### src/rtl/ptm_pkg.sv
package ptm_pkg;
  localparam int WORD_W = 32;

  // word indices (byte offset / 4)
  localparam int IX_RELOAD = 0;
  localparam int IX_COUNT  = 1;
  localparam int IX_CTRL   = 2;
  localparam int IX_ACK    = 3;
  localparam int IX_RAW    = 4;
  localparam int IX_MASKED = 5;
  localparam int IX_DEFER  = 6;
  localparam int IX_PREDIV = 7;
  localparam int IX_FREE   = 8;

  // control word bit positions
  localparam int CB_WIDE    = 1;
  localparam int CB_SCALE   = 2;
  localparam int CB_IRQ_EN  = 5;
  localparam int CB_RUN     = 7;
  localparam int CB_DBG     = 8;
  localparam int CB_FREE_EN = 9;
  localparam int CB_FREE_DV = 16;

  typedef enum logic [1:0] {
    SCL_DIV1   = 2'b00,
    SCL_DIV16  = 2'b01,
    SCL_DIV256 = 2'b10,
    SCL_SPARE  = 2'b11
  } scale_e;
endpackage

### src/rtl/ptm_regs.sv
module ptm_regs
  import ptm_pkg::*;
#(
  parameter int ADDR_W   = 6,
  parameter int PREDIV_W = 9,
  parameter int FRDIV_W  = 8
) (
  input  logic                clk,
  input  logic                rst_n,
  input  logic                bus_sel,
  input  logic                bus_wr,
  input  logic [ADDR_W-1:0]   bus_addr,
  input  logic [WORD_W-1:0]   bus_wdata,
  output logic [WORD_W-1:0]   bus_rdata,
  input  logic                wrap,
  input  logic [WORD_W-1:0]   count_val,
  input  logic [WORD_W-1:0]   free_val,
  output logic [WORD_W-1:0]   reload_val,
  output logic                reload_wr,
  output logic                ctrl_wr,
  output logic                wide,
  output logic [1:0]          scale,
  output logic                irq_en,
  output logic                run_en,
  output logic                dbg_en,
  output logic                free_en,
  output logic [FRDIV_W-1:0]  free_div,
  output logic [PREDIV_W-1:0] prediv,
  output logic                raw_flag
);
  localparam int WX_W = ADDR_W - 2;
  localparam logic [WORD_W-1:0] CTRL_KEEP =
    32'h0000_03AE | (((32'd1 << FRDIV_W) - 32'd1) << CB_FREE_DV);

  logic [WX_W-1:0]     wx;
  logic                aligned, wr_any;
  logic                wr_reload, wr_defer, wr_ctrl, wr_ack, wr_pdv;
  logic [WORD_W-1:0]   reload_q, ctrl_q;
  logic [PREDIV_W-1:0] prediv_q;
  logic                raw_q;

  assign wx        = bus_addr[ADDR_W-1:2];
  assign aligned   = (bus_addr[1:0] == 2'b00);
  assign wr_any    = bus_sel && bus_wr && aligned;
  assign wr_reload = wr_any && (wx == WX_W'(IX_RELOAD));
  assign wr_defer  = wr_any && (wx == WX_W'(IX_DEFER));
  assign wr_ctrl   = wr_any && (wx == WX_W'(IX_CTRL));
  assign wr_ack    = wr_any && (wx == WX_W'(IX_ACK));
  assign wr_pdv    = wr_any && (wx == WX_W'(IX_PREDIV));

  always_ff @(posedge clk or negedge rst_n) begin
    if (!rst_n) begin
      reload_q <= '0;
      ctrl_q   <= '0;
      prediv_q <= '0;
      raw_q    <= 1'b0;
    end else begin
      if (wr_reload || wr_defer) reload_q <= bus_wdata;
      if (wr_ctrl)               ctrl_q   <= bus_wdata & CTRL_KEEP;
      if (wr_pdv)                prediv_q <= bus_wdata[PREDIV_W-1:0];
      if (wrap)                  raw_q    <= 1'b1;
      else if (wr_ack)           raw_q    <= 1'b0;
    end
  end

  assign reload_val = reload_q;
  assign reload_wr  = wr_reload;
  assign ctrl_wr    = wr_ctrl;
  assign wide       = ctrl_q[CB_WIDE];
  assign scale      = ctrl_q[CB_SCALE +: 2];
  assign irq_en     = ctrl_q[CB_IRQ_EN];
  assign run_en     = ctrl_q[CB_RUN];
  assign dbg_en     = ctrl_q[CB_DBG];
  assign free_en    = ctrl_q[CB_FREE_EN];
  assign free_div   = ctrl_q[CB_FREE_DV +: FRDIV_W];
  assign prediv     = prediv_q;
  assign raw_flag   = raw_q;

  always_comb begin
    bus_rdata = '0;
    if (aligned) begin
      case (wx)
        WX_W'(IX_RELOAD): bus_rdata = reload_q;
        WX_W'(IX_COUNT):  bus_rdata = count_val;
        WX_W'(IX_CTRL):   bus_rdata = ctrl_q;
        WX_W'(IX_RAW):    bus_rdata = {31'd0, raw_q};
        WX_W'(IX_MASKED): bus_rdata = {31'd0, raw_q & ctrl_q[CB_IRQ_EN]};
        WX_W'(IX_DEFER):  bus_rdata = reload_q;
        WX_W'(IX_PREDIV): bus_rdata = WORD_W'(prediv_q);
        WX_W'(IX_FREE):   bus_rdata = free_val;
        default:          bus_rdata = '0;
      endcase
    end
  end

  // a wrap always leaves the raw flag set
  a_r8_wrap_sets_raw: assert property (@(posedge clk) disable iff (!rst_n)
    wrap |=> raw_q);
  // acknowledge without a wrap leaves the flag clear
  a_r8_ack_clears_raw: assert property (@(posedge clk) disable iff (!rst_n)
    (wr_ack && !wrap) |=> !raw_q);
endmodule

### src/rtl/ptm_tickgen.sv
module ptm_tickgen
  import ptm_pkg::*;
#(
  parameter int PREDIV_W = 9,
  parameter int SCALE_W  = 8
) (
  input  logic                clk,
  input  logic                rst_n,
  input  logic                enable,
  input  logic                hold,
  input  logic                restart,
  input  logic [PREDIV_W-1:0] prediv,
  input  logic [1:0]          scale,
  output logic                dec_tick
);
  logic [PREDIV_W-1:0] pre_q;
  logic [SCALE_W-1:0]  scl_q;
  logic [SCALE_W-1:0]  scl_lim;
  logic                active, pre_hit, scl_hit;

  always_comb begin
    case (scale_e'(scale))
      SCL_DIV1:  scl_lim = '0;
      SCL_DIV16: scl_lim = SCALE_W'(15);
      default:   scl_lim = SCALE_W'(255);
    endcase
  end

  assign active   = enable && !hold;
  assign pre_hit  = (pre_q >= prediv);
  assign scl_hit  = (scl_q >= scl_lim);
  assign dec_tick = active && pre_hit && scl_hit;

  always_ff @(posedge clk or negedge rst_n) begin
    if (!rst_n) begin
      pre_q <= '0;
      scl_q <= '0;
    end else if (!enable || restart) begin
      pre_q <= '0;
      scl_q <= '0;
    end else if (active) begin
      if (pre_hit) begin
        pre_q <= '0;
        scl_q <= scl_hit ? '0 : scl_q + SCALE_W'(1);
      end else begin
        pre_q <= pre_q + PREDIV_W'(1);
      end
    end
  end

  // a restart with a nonzero predivider cannot tick on the next edge
  a_r6_restart_quiet: assert property (@(posedge clk) disable iff (!rst_n)
    (restart && prediv != '0) |=> !dec_tick);
endmodule

### src/rtl/ptm_down.sv
module ptm_down
  import ptm_pkg::*;
(
  input  logic              clk,
  input  logic              rst_n,
  input  logic              dec_tick,
  input  logic              wide,
  input  logic              load_now,
  input  logic [WORD_W-1:0] load_data,
  input  logic [WORD_W-1:0] reload_val,
  output logic [WORD_W-1:0] count_val,
  output logic              wrap
);
  logic [WORD_W-1:0] cnt_q;
  logic [WORD_W-1:0] eff;
  logic              at_zero;

  assign eff       = wide ? cnt_q : {16'd0, cnt_q[15:0]};
  assign at_zero   = (eff == '0);
  assign wrap      = dec_tick && at_zero && !load_now;
  assign count_val = eff;

  always_ff @(posedge clk or negedge rst_n) begin
    if (!rst_n)          cnt_q <= '0;
    else if (load_now)   cnt_q <= load_data;
    else if (dec_tick)   cnt_q <= at_zero ? reload_val : eff - 32'd1;
  end

  // without a tick or a load the count does not move
  a_r3_still_between_ticks: assert property (@(posedge clk) disable iff (!rst_n)
    (!dec_tick && !load_now) |=> $stable(cnt_q));
  // a reload write lands in the count on the next edge
  a_r6_load_lands: assert property (@(posedge clk) disable iff (!rst_n)
    load_now |=> (cnt_q == $past(load_data)));
endmodule

### src/rtl/ptm_freerun.sv
module ptm_freerun
  import ptm_pkg::*;
#(
  parameter int FRDIV_W = 8
) (
  input  logic               clk,
  input  logic               rst_n,
  input  logic               enable,
  input  logic               hold,
  input  logic [FRDIV_W-1:0] div,
  output logic [WORD_W-1:0]  free_val
);
  logic [FRDIV_W-1:0] dv_q;
  logic [WORD_W-1:0]  fc_q;
  logic               dv_hit;

  assign dv_hit   = (dv_q >= div);
  assign free_val = fc_q;

  always_ff @(posedge clk or negedge rst_n) begin
    if (!rst_n) begin
      dv_q <= '0;
      fc_q <= '0;
    end else if (!enable) begin
      dv_q <= '0;
    end else if (!hold) begin
      if (dv_hit) begin
        dv_q <= '0;
        fc_q <= fc_q + 32'd1;
      end else begin
        dv_q <= dv_q + FRDIV_W'(1);
      end
    end
  end

  // the free counter never skips a value
  a_r9_step_at_most_one: assert property (@(posedge clk) disable iff (!rst_n)
    1'b1 |=> ((fc_q - $past(fc_q)) <= 32'd1));
endmodule

### src/rtl/ptm_timer.sv
module ptm_timer
  import ptm_pkg::*;
#(
  parameter int ADDR_W   = 6,
  parameter int PREDIV_W = 9,
  parameter int FRDIV_W  = 8
) (
  input  logic              clk,
  input  logic              rst_n,
  input  logic              bus_sel,
  input  logic              bus_wr,
  input  logic [ADDR_W-1:0] bus_addr,
  input  logic [31:0]       bus_wdata,
  output logic [31:0]       bus_rdata,
  input  logic              dbg_halt,
  output logic              irq
);
  logic [WORD_W-1:0]   reload_val, count_val, free_val;
  logic                reload_wr, ctrl_wr, wide, irq_en, run_en, dbg_en, free_en;
  logic [1:0]          scale;
  logic [FRDIV_W-1:0]  free_div;
  logic [PREDIV_W-1:0] prediv;
  logic                raw_flag, wrap, dec_tick, frozen;

  assign frozen = dbg_en && dbg_halt;
  assign irq    = raw_flag && irq_en;

  ptm_regs #(.ADDR_W(ADDR_W), .PREDIV_W(PREDIV_W), .FRDIV_W(FRDIV_W)) u_regs (
    .clk(clk), .rst_n(rst_n), .bus_sel(bus_sel), .bus_wr(bus_wr),
    .bus_addr(bus_addr), .bus_wdata(bus_wdata), .bus_rdata(bus_rdata),
    .wrap(wrap), .count_val(count_val), .free_val(free_val),
    .reload_val(reload_val), .reload_wr(reload_wr), .ctrl_wr(ctrl_wr),
    .wide(wide), .scale(scale), .irq_en(irq_en), .run_en(run_en),
    .dbg_en(dbg_en), .free_en(free_en), .free_div(free_div),
    .prediv(prediv), .raw_flag(raw_flag)
  );

  ptm_tickgen #(.PREDIV_W(PREDIV_W)) u_tick (
    .clk(clk), .rst_n(rst_n), .enable(run_en), .hold(frozen),
    .restart(reload_wr), .prediv(prediv), .scale(scale), .dec_tick(dec_tick)
  );

  ptm_down u_down (
    .clk(clk), .rst_n(rst_n), .dec_tick(dec_tick), .wide(wide),
    .load_now(reload_wr), .load_data(bus_wdata), .reload_val(reload_val),
    .count_val(count_val), .wrap(wrap)
  );

  ptm_freerun #(.FRDIV_W(FRDIV_W)) u_free (
    .clk(clk), .rst_n(rst_n), .enable(free_en), .hold(frozen),
    .div(free_div), .free_val(free_val)
  );

  // a permitted debug halt freezes both counters
  a_r10_halt_freezes: assert property (@(posedge clk) disable iff (!rst_n)
    (frozen && !reload_wr && !ctrl_wr) |=> ($stable(count_val) && $stable(free_val)));
  // a stopped timer produces no decrement tick
  a_r4_stopped_no_tick: assert property (@(posedge clk) disable iff (!rst_n)
    !run_en |-> !dec_tick);
endmodule

### config.mk
export PLATFORM = sky130hd
export DESIGN_NAME = ptm_timer
export DESIGN_NICKNAME = d
export VERILOG_FILES = /design/src/rtl/ptm_pkg.sv /design/src/rtl/ptm_regs.sv /design/src/rtl/ptm_tickgen.sv /design/src/rtl/ptm_down.sv /design/src/rtl/ptm_freerun.sv /design/src/rtl/ptm_timer.sv
export SDC_FILE = /design/constraint.sdc
export NUM_CORES = 1
export LEC_CHECK = 0
export BUFFER_PORTS_ARGS = -buffer_cell sky130_fd_sc_hd__buf_2
export CELL_PAD_IN_SITES_DETAIL_PLACEMENT = 0
export CELL_PAD_IN_SITES_GLOBAL_PLACEMENT = 1
export CORE_MARGIN = 1
export CORE_UTILIZATION = 46
export DETAILED_ROUTE_END_ITERATION = 10
export MAX_ROUTING_LAYER = met4
export PLACE_DENSITY_LB_ADDON = 0.1
export SYNTH_ARGS = -nofsm -noshare
export SYNTH_HDL_FRONTEND = slang
export SYNTH_SLANG_ARGS = --single-unit
### constraint.sdc
create_clock -name clk -period 7 [get_ports clk]
set_clock_uncertainty 0.2 [all_clocks]
set_input_delay 0.35 -clock clk [delete_from_list [all_inputs] [get_ports clk]]
set_output_delay 0.35 -clock clk [all_outputs]
set_load 0.02 [all_outputs]
* Word level (Yosys, flattened, before mapping)
Cells that the tools add are included.
Storage, ports and cells: bits in registers 146, bits of input ports 43, output and inout port bits 33, word-level logic and storage cells 78
Operators by class: add/subtract/negate cells 5, magnitude comparators 3, eq/ne operators 10, muxes and demuxes 19, bitwise gates (word level) 2, reductions and logical operators 30
Operator list (number):
- one-hot mux 32 bit (7 select lines) | 1
- two-way mux 32 bit | 5
- two-way mux 8 bit | 7
- adder 32 x 1 -> 32 bit, second input constant | 1
- logical NOT 32 bit | 1
- subtractor 32 x 1 -> 32 bit, second input constant | 1
- two-way mux 9 bit | 3
- adder 8 x 1 -> 8 bit, second input constant | 2
- == test 4 x 3 -> 1 bit, second input constant | 4
- >= comparator 8 bit | 2
- one-hot mux 8 bit (2 select lines) | 1
- logical AND 1 bit | 14
- adder 9 x 1 -> 9 bit, second input constant | 1
- >= comparator 9 bit | 1
- == test 4 x 2 -> 1 bit, second input constant | 2
- nonzero test 2 bit | 4
- == test 4 x 1 -> 1 bit, second input constant | 1
- == test 4 bit, second input constant | 1
- logical NOT 2 bit | 2
- logical NOT 4 bit | 1
- logical NOT 1 bit | 3
- AND reduction 3 bit | 1
- == test 2 x 1 -> 1 bit, second input constant | 1
- logical OR 1 bit | 2
- 6 further kinds | 7

* Longest topological paths before layout
depth in word-level cells 8, mapped depth 11, mapped depth without buffers 9

* Modules after synthesis
Synthesis repeated with hierarchy kept, for this count alone.
Second synthesis, totals: cell total of the unflattened synthesis 1022, area total of the unflattened synthesis 9872.0 sq um
Modules (own cells, without submodules):
- ptm_regs | times used 1, cells each 297, area each 3457.1 sq um, sequential area each 1426.4 sq um
- ptm_down | times used 1, cells each 363, area each 2911.5 sq um, sequential area each 800.8 sq um
- ptm_freerun | times used 1, cells each 211, area each 2170.8 sq um, sequential area each 1001.0 sq um
- ptm_tickgen | times used 1, cells each 149, area each 1320.0 sq um, sequential area each 425.4 sq um
- ptm_timer | times used 1, cells each 2, area each 12.5 sq um, sequential area each 0.0 sq um

* Worst setup path before layout
No wires, ideal clock.
kind flip-flop to flip-flop, from reg u_tick.pre_q[0], to reg u_down.cnt_q[16], library setup time 0.121 ns, arrival time 2.375 ns, data required time 6.679 ns, path slack 4.304 ns, cell stages (with the launch flop) 11, buffers on the path 1, period minus slack after synthesis 2.696 ns, cells stage by stage dfrtp_1 inv_1 ha_1 nand2b_1 a2111oi_0 nor4_2 o21a_1 nand3_1 clkbuf_1 o21ai_0 o22a_1
On the way: longest elaborated chain between the ends 4
Ends and longest elaborated chain:
- start: declaration | RTL line ptm_tickgen.sv:16 | logic [PREDIV_W-1:0] pre_q;
- start signal: assignment | RTL line ptm_tickgen.sv:46 | pre_q <= pre_q + PREDIV_W'(1);
- >= comparator 9 bit | RTL line ptm_tickgen.sv:30 | assign pre_hit = (pre_q >= prediv);
- logical AND 1 bit (2 in a row) | RTL line ptm_tickgen.sv:32 | assign dec_tick = active && pre_hit && scl_hit;
- nonzero test 2 bit (no line)
- end signal: assignment | RTL line ptm_down.sv:25 | else if (load_now) cnt_q <= load_data;
- end signal: assignment | RTL line ptm_down.sv:26 | else if (dec_tick) cnt_q <= at_zero ? reload_val : eff - 32'd1;
- end: declaration | RTL line ptm_down.sv:14 | logic [WORD_W-1:0] cnt_q;
Every way passes these cells. A chain may end at the register's enable or synchronous reset.

* Final worst setup path
from reg u_regs.ctrl_q[1], to out bus_rdata[16]
On the way: longest elaborated chain between the ends 3
Ends and longest elaborated chain:
- start: declaration | RTL line ptm_regs.sv:38 | logic [WORD_W-1:0] reload_q, ctrl_q;
- start signal: assignment | RTL line ptm_regs.sv:59 | if (wr_ctrl) ctrl_q <= bus_wdata & CTRL_KEEP;
- two-way mux 32 bit | RTL line ptm_down.sv:18 | assign eff = wide ? cnt_q : {16'd0, cnt_q[15:0]};
- one-hot mux 32 bit (7 select lines) | RTL line ptm_regs.sv:82 | case (wx)
- two-way mux 32 bit | RTL line ptm_regs.sv:81 | if (aligned) begin
- end: declaration | RTL line ptm_timer.sv:14 | output logic [31:0] bus_rdata,
Every way passes these cells.

==> flow_metrics.env <==
export IMPL_status="finished, final reports clean"
export IMPL_synth_simple_gate_area_share_pct=19.3
export IMPL_power_frac_clock_pct=35.3
export IMPL_synthAdderAreaFrac_pct=4.00
export IMPL_startpoint_type="flip-flop"
export IMPL_max_freq_mhz=270
export IMPL_maxCapViolations=0
export IMPL_antenna_left=0
export IMPL_cts_setup_buffers=0
export IMPL_routed_wl_um=26900
export IMPL_rows=50
export IMPL_grt_overflow=0
export IMPL_htree_levels=4
export IMPL_max_slew_margin_pct=29.4
export IMPL_end_kind="primary output"
export IMPL_powerDensity_mw_per_mm2=271
export IMPL_synth_xor_area_share_pct=3.70
export IMPL_synthTopCellsByArea="dfrtp_1, mux2_2, nand2_1, a21oi_1, ha_1"
export IMPL_final_setup_tns_ns=0
export IMPL_r2r_slack_ns=3.66
export IMPL_clk_latency_ns=0.43
export IMPL_cts_tree="done"
export IMPL_path_clk_slew_ns=0.07
export IMPL_holdPathEnd="u_down.cnt_q[6]"
export IMPL_grt_start_max_net_pins=85
export IMPL_place_area_mm2=0.00936
export IMPL_worstHoldPathCells=3
export IMPL_power_switching_mw=0.940
export IMPL_core_area_mm2=0.0187
export IMPL_dieArea_mm2=0.0196
export IMPL_synth_edf_count=0
export IMPL_syn_inst=965
export IMPL_antenna_cells=0
export IMPL_synth_top_family_by_area="compound AO/OA/AOI/OAI gates"
export IMPL_arrival_ns=3.15
export IMPL_worstSetupPathType="reg2out"
export IMPL_p_total_mw=2.76
export IMPL_drv_slew=0
export IMPL_drcViolationCount=0
export IMPL_timing_hold_ws_ns=0.00944
export IMPL_ys_flop_type="dfrtp_1"
export IMPL_synth_top_area_share_pct=41.7
export IMPL_final_nets=1115
export IMPL_synth_cell_area_mm2=0.00877
export IMPL_grt_pass1_wl_um=43700
export IMPL_dp_cells=1237
export IMPL_viasPerCell=6.15
export IMPL_drt_pass1_iterations=5
export IMPL_wire_per_inst_um=20.8
export IMPL_final_instance_count_excl_fill=1291
export IMPL_numCtsBuffers=17
export IMPL_port_buffers=75
export IMPL_cp_max_fo=32
export IMPL_via_count=7944
export IMPL_seqCellArea_mm2=0.00365
export IMPL_hold_viol=0
export IMPL_die_y_um=140
export IMPL_synth_warnings=0
export IMPL_clock_sinks=146
export IMPL_cts_root_buf="clkbuf_16"
export IMPL_multiInputGateArea_mm2=0.00481
export IMPL_worstHoldStart="bus_wdata[6]"
export IMPL_antenna_found_initial=0
export IMPL_cts_buffer_depth=2
export IMPL_reg2reg_to="u_down.cnt_q[28]"
export IMPL_cts_resized=0
export IMPL_drive_gt1_share_pct=18.8
export IMPL_holdBufCountCts=22
export IMPL_swShare_pct=34.0
export IMPL_ys_types=66
export IMPL_grt_pass1_vias=7851
export IMPL_synth_seq_area_share_pct=41.7
export IMPL_drtIter0Drc=669
export IMPL_dieWidth_um=140
export IMPL_peakVddDrop_v=0.000166
export IMPL_power_leakage_nw=4.40
export IMPL_yosys_register_bits=146
export IMPL_synth_top_cell_by_area="dfrtp_1"
export IMPL_worstMarginPinSlew_ns=1.06
export IMPL_rsz0062_at_grt="no"
export IMPL_reg2reg_depth=9
export IMPL_synth_mux_area_share_pct=7.55
export IMPL_syn_to_final_growth_pct=16.3
export IMPL_r2r_start="u_down.cnt_q[0]"
export IMPL_hold_class="in2reg"
export IMPL_gp_congestion=0.886
export IMPL_setup_violations=0
export IMPL_synth_compound_area_share_pct=20.1
export IMPL_stdcell_area_mm2=0.0102
export IMPL_io_pin_count=76
export IMPL_period_minus_slack_ns=3.70
export IMPL_start_util_pct=46.9
export IMPL_pwr_share_comb_pct=22.6
export IMPL_p_int_mw=1.82
export IMPL_synthArstFlopShare_pct=100
export IMPL_syn_avg_cell_area_um2=9.09
export IMPL_syn_nets=1036
export IMPL_num_fill_cells=1751
export IMPL_worstPathRequired_ns=6.45
export IMPL_grt_total_usage_pct=29.6
export IMPL_hpwl_um=18200
export IMPL_fin_crit_sh_pct=52.9
export IMPL_power_frac_seq_pct=42.1
[power by group through the flow]
stage	clock (mW)	sequential [mW]	combinational (mW)
finish	0.975	1.16	0.623
global route	1.03	1.18	0.699
CTS	0.989	1.16	0.622
detailed placement	0	1.17	0.609
global placement	0	1.17	0.606
floorplan	0	1.10	0.465
[per-layer routing]
layer | GRT usage (%) | routed length, um | vias up
met5 | - | 0 | -
met4 | 7.92 | 497 | 0
met3 | 5.06 | 1570 | 42
met2 | 46.1 | 12300 | 287
met1 | 40.0 | 12500 | 3881
li1 | - | - | 3734
[synthesized netlist by cell type (all sizes together) (28+ instances only)]
master / count
nand3: 38
mux2: 57
nand2: 117
dfrtp: 146
o21ai: 59
nor2: 63
a21oi: 81
inv: 28
xnor2: 28
ha: 28
clkbuf: 39
nor3: 30
[registers in the layout (all words and copies together) (netlist names)]
name / count
u_regs.raw_flag: 1
u_regs.prediv: 9
u_free.free_val: 32
u_regs.ctrl_q: 15
u_down.cnt_q: 32
u_tick.pre_q: 9
u_regs.reload_val: 32
u_free.dv_q: 8
u_tick.scl_q: 8
[how the worst max path moves through the flow]
stage	to	slack, ns	depth (start not counted)	from
after global placement	u_down.cnt_q[28]	3.76	9	u_down.cnt_q[0]
after floorplan	u_down.cnt_q[16]	4.30	10	u_tick.pre_q[0]
final	bus_rdata[16]	3.30	6	u_regs.ctrl_q[1]
after CTS	bus_rdata[16]	3.35	6	u_regs.ctrl_q[1]
after detailed placement	u_down.cnt_q[28]	3.71	9	u_down.cnt_q[0]
after global routing	bus_rdata[16]	3.20	6	u_regs.ctrl_q[1]
[worst max-delay path, cell delays in order (launching register included)]
cell and delay, ns:
dfrtp_1 1.04, inv_1 0.39, nor4_2 0.34, buf_4 0.28
a222oi_1 0.16, a21oi_1 0.27, buf_2 0.22
[area by class of cell]
type | instances | share of cell area [%]
clock inverters | 11 | 1.50
repair buffers | 112 | 7.00
multi-input cells | 739 | 47.2
well taps | 234 | 2.87
clock buffers | 21 | 4.61
inverters | 28 | 1.03
flip-flops and latches | 146 | 35.8
[cell usage in the layout, fill, tap and decap left out, types with 4 or more instances in the layout]
cell type,count
a31oi_1,17
nand2_1,116
and3_1,16
clkbuf_16,17
nor2b_1,4
mux2_2,57
a22oi_1,19
or3_1,10
or2_2,5
dfrtp_1,146
buf_4,15
a222oi_1,19
a21o_1,8
o21ai_1,5
and2_1,8
xnor2_1,28
o311ai_0,4
o211ai_1,17
xor2_1,9
a211oi_1,8
nor4_1,7
nand3_1,38
buf_2,74
o21ai_0,53
dlygate4sd3_1,22
o21a_1,7
nand4_1,10
nor2_1,63
o31ai_1,5
a211o_1,4
a21oi_1,80
ha_1,28
or4_1,6
nand2b_1,7
nor3_1,28
inv_1,28
[metrics by stage]
stage	util (%)	setup slack [ns]
detailed placement	50.0	3.71
CTS	54.5	3.35
floorplan	-	4.30
finish	54.5	3.30
global route	54.5	3.20
global placement	50.0	3.76
[kinds of logic (layout without fill, tap and decap cells)]
kind of cell / count (synthesis) / after routing
muxes: 59 / 59
buffers and inverters: 80 / 172
DFF: 146 / 146
adders and majority gates: 28 / 28
xor gates and xnor gates: 37 / 37
AOI/OAI and AO/OA: 272 / 272
and+or+nand+nor: 343 / 343
No activity file was read; power rests on OpenSTA's default activity.
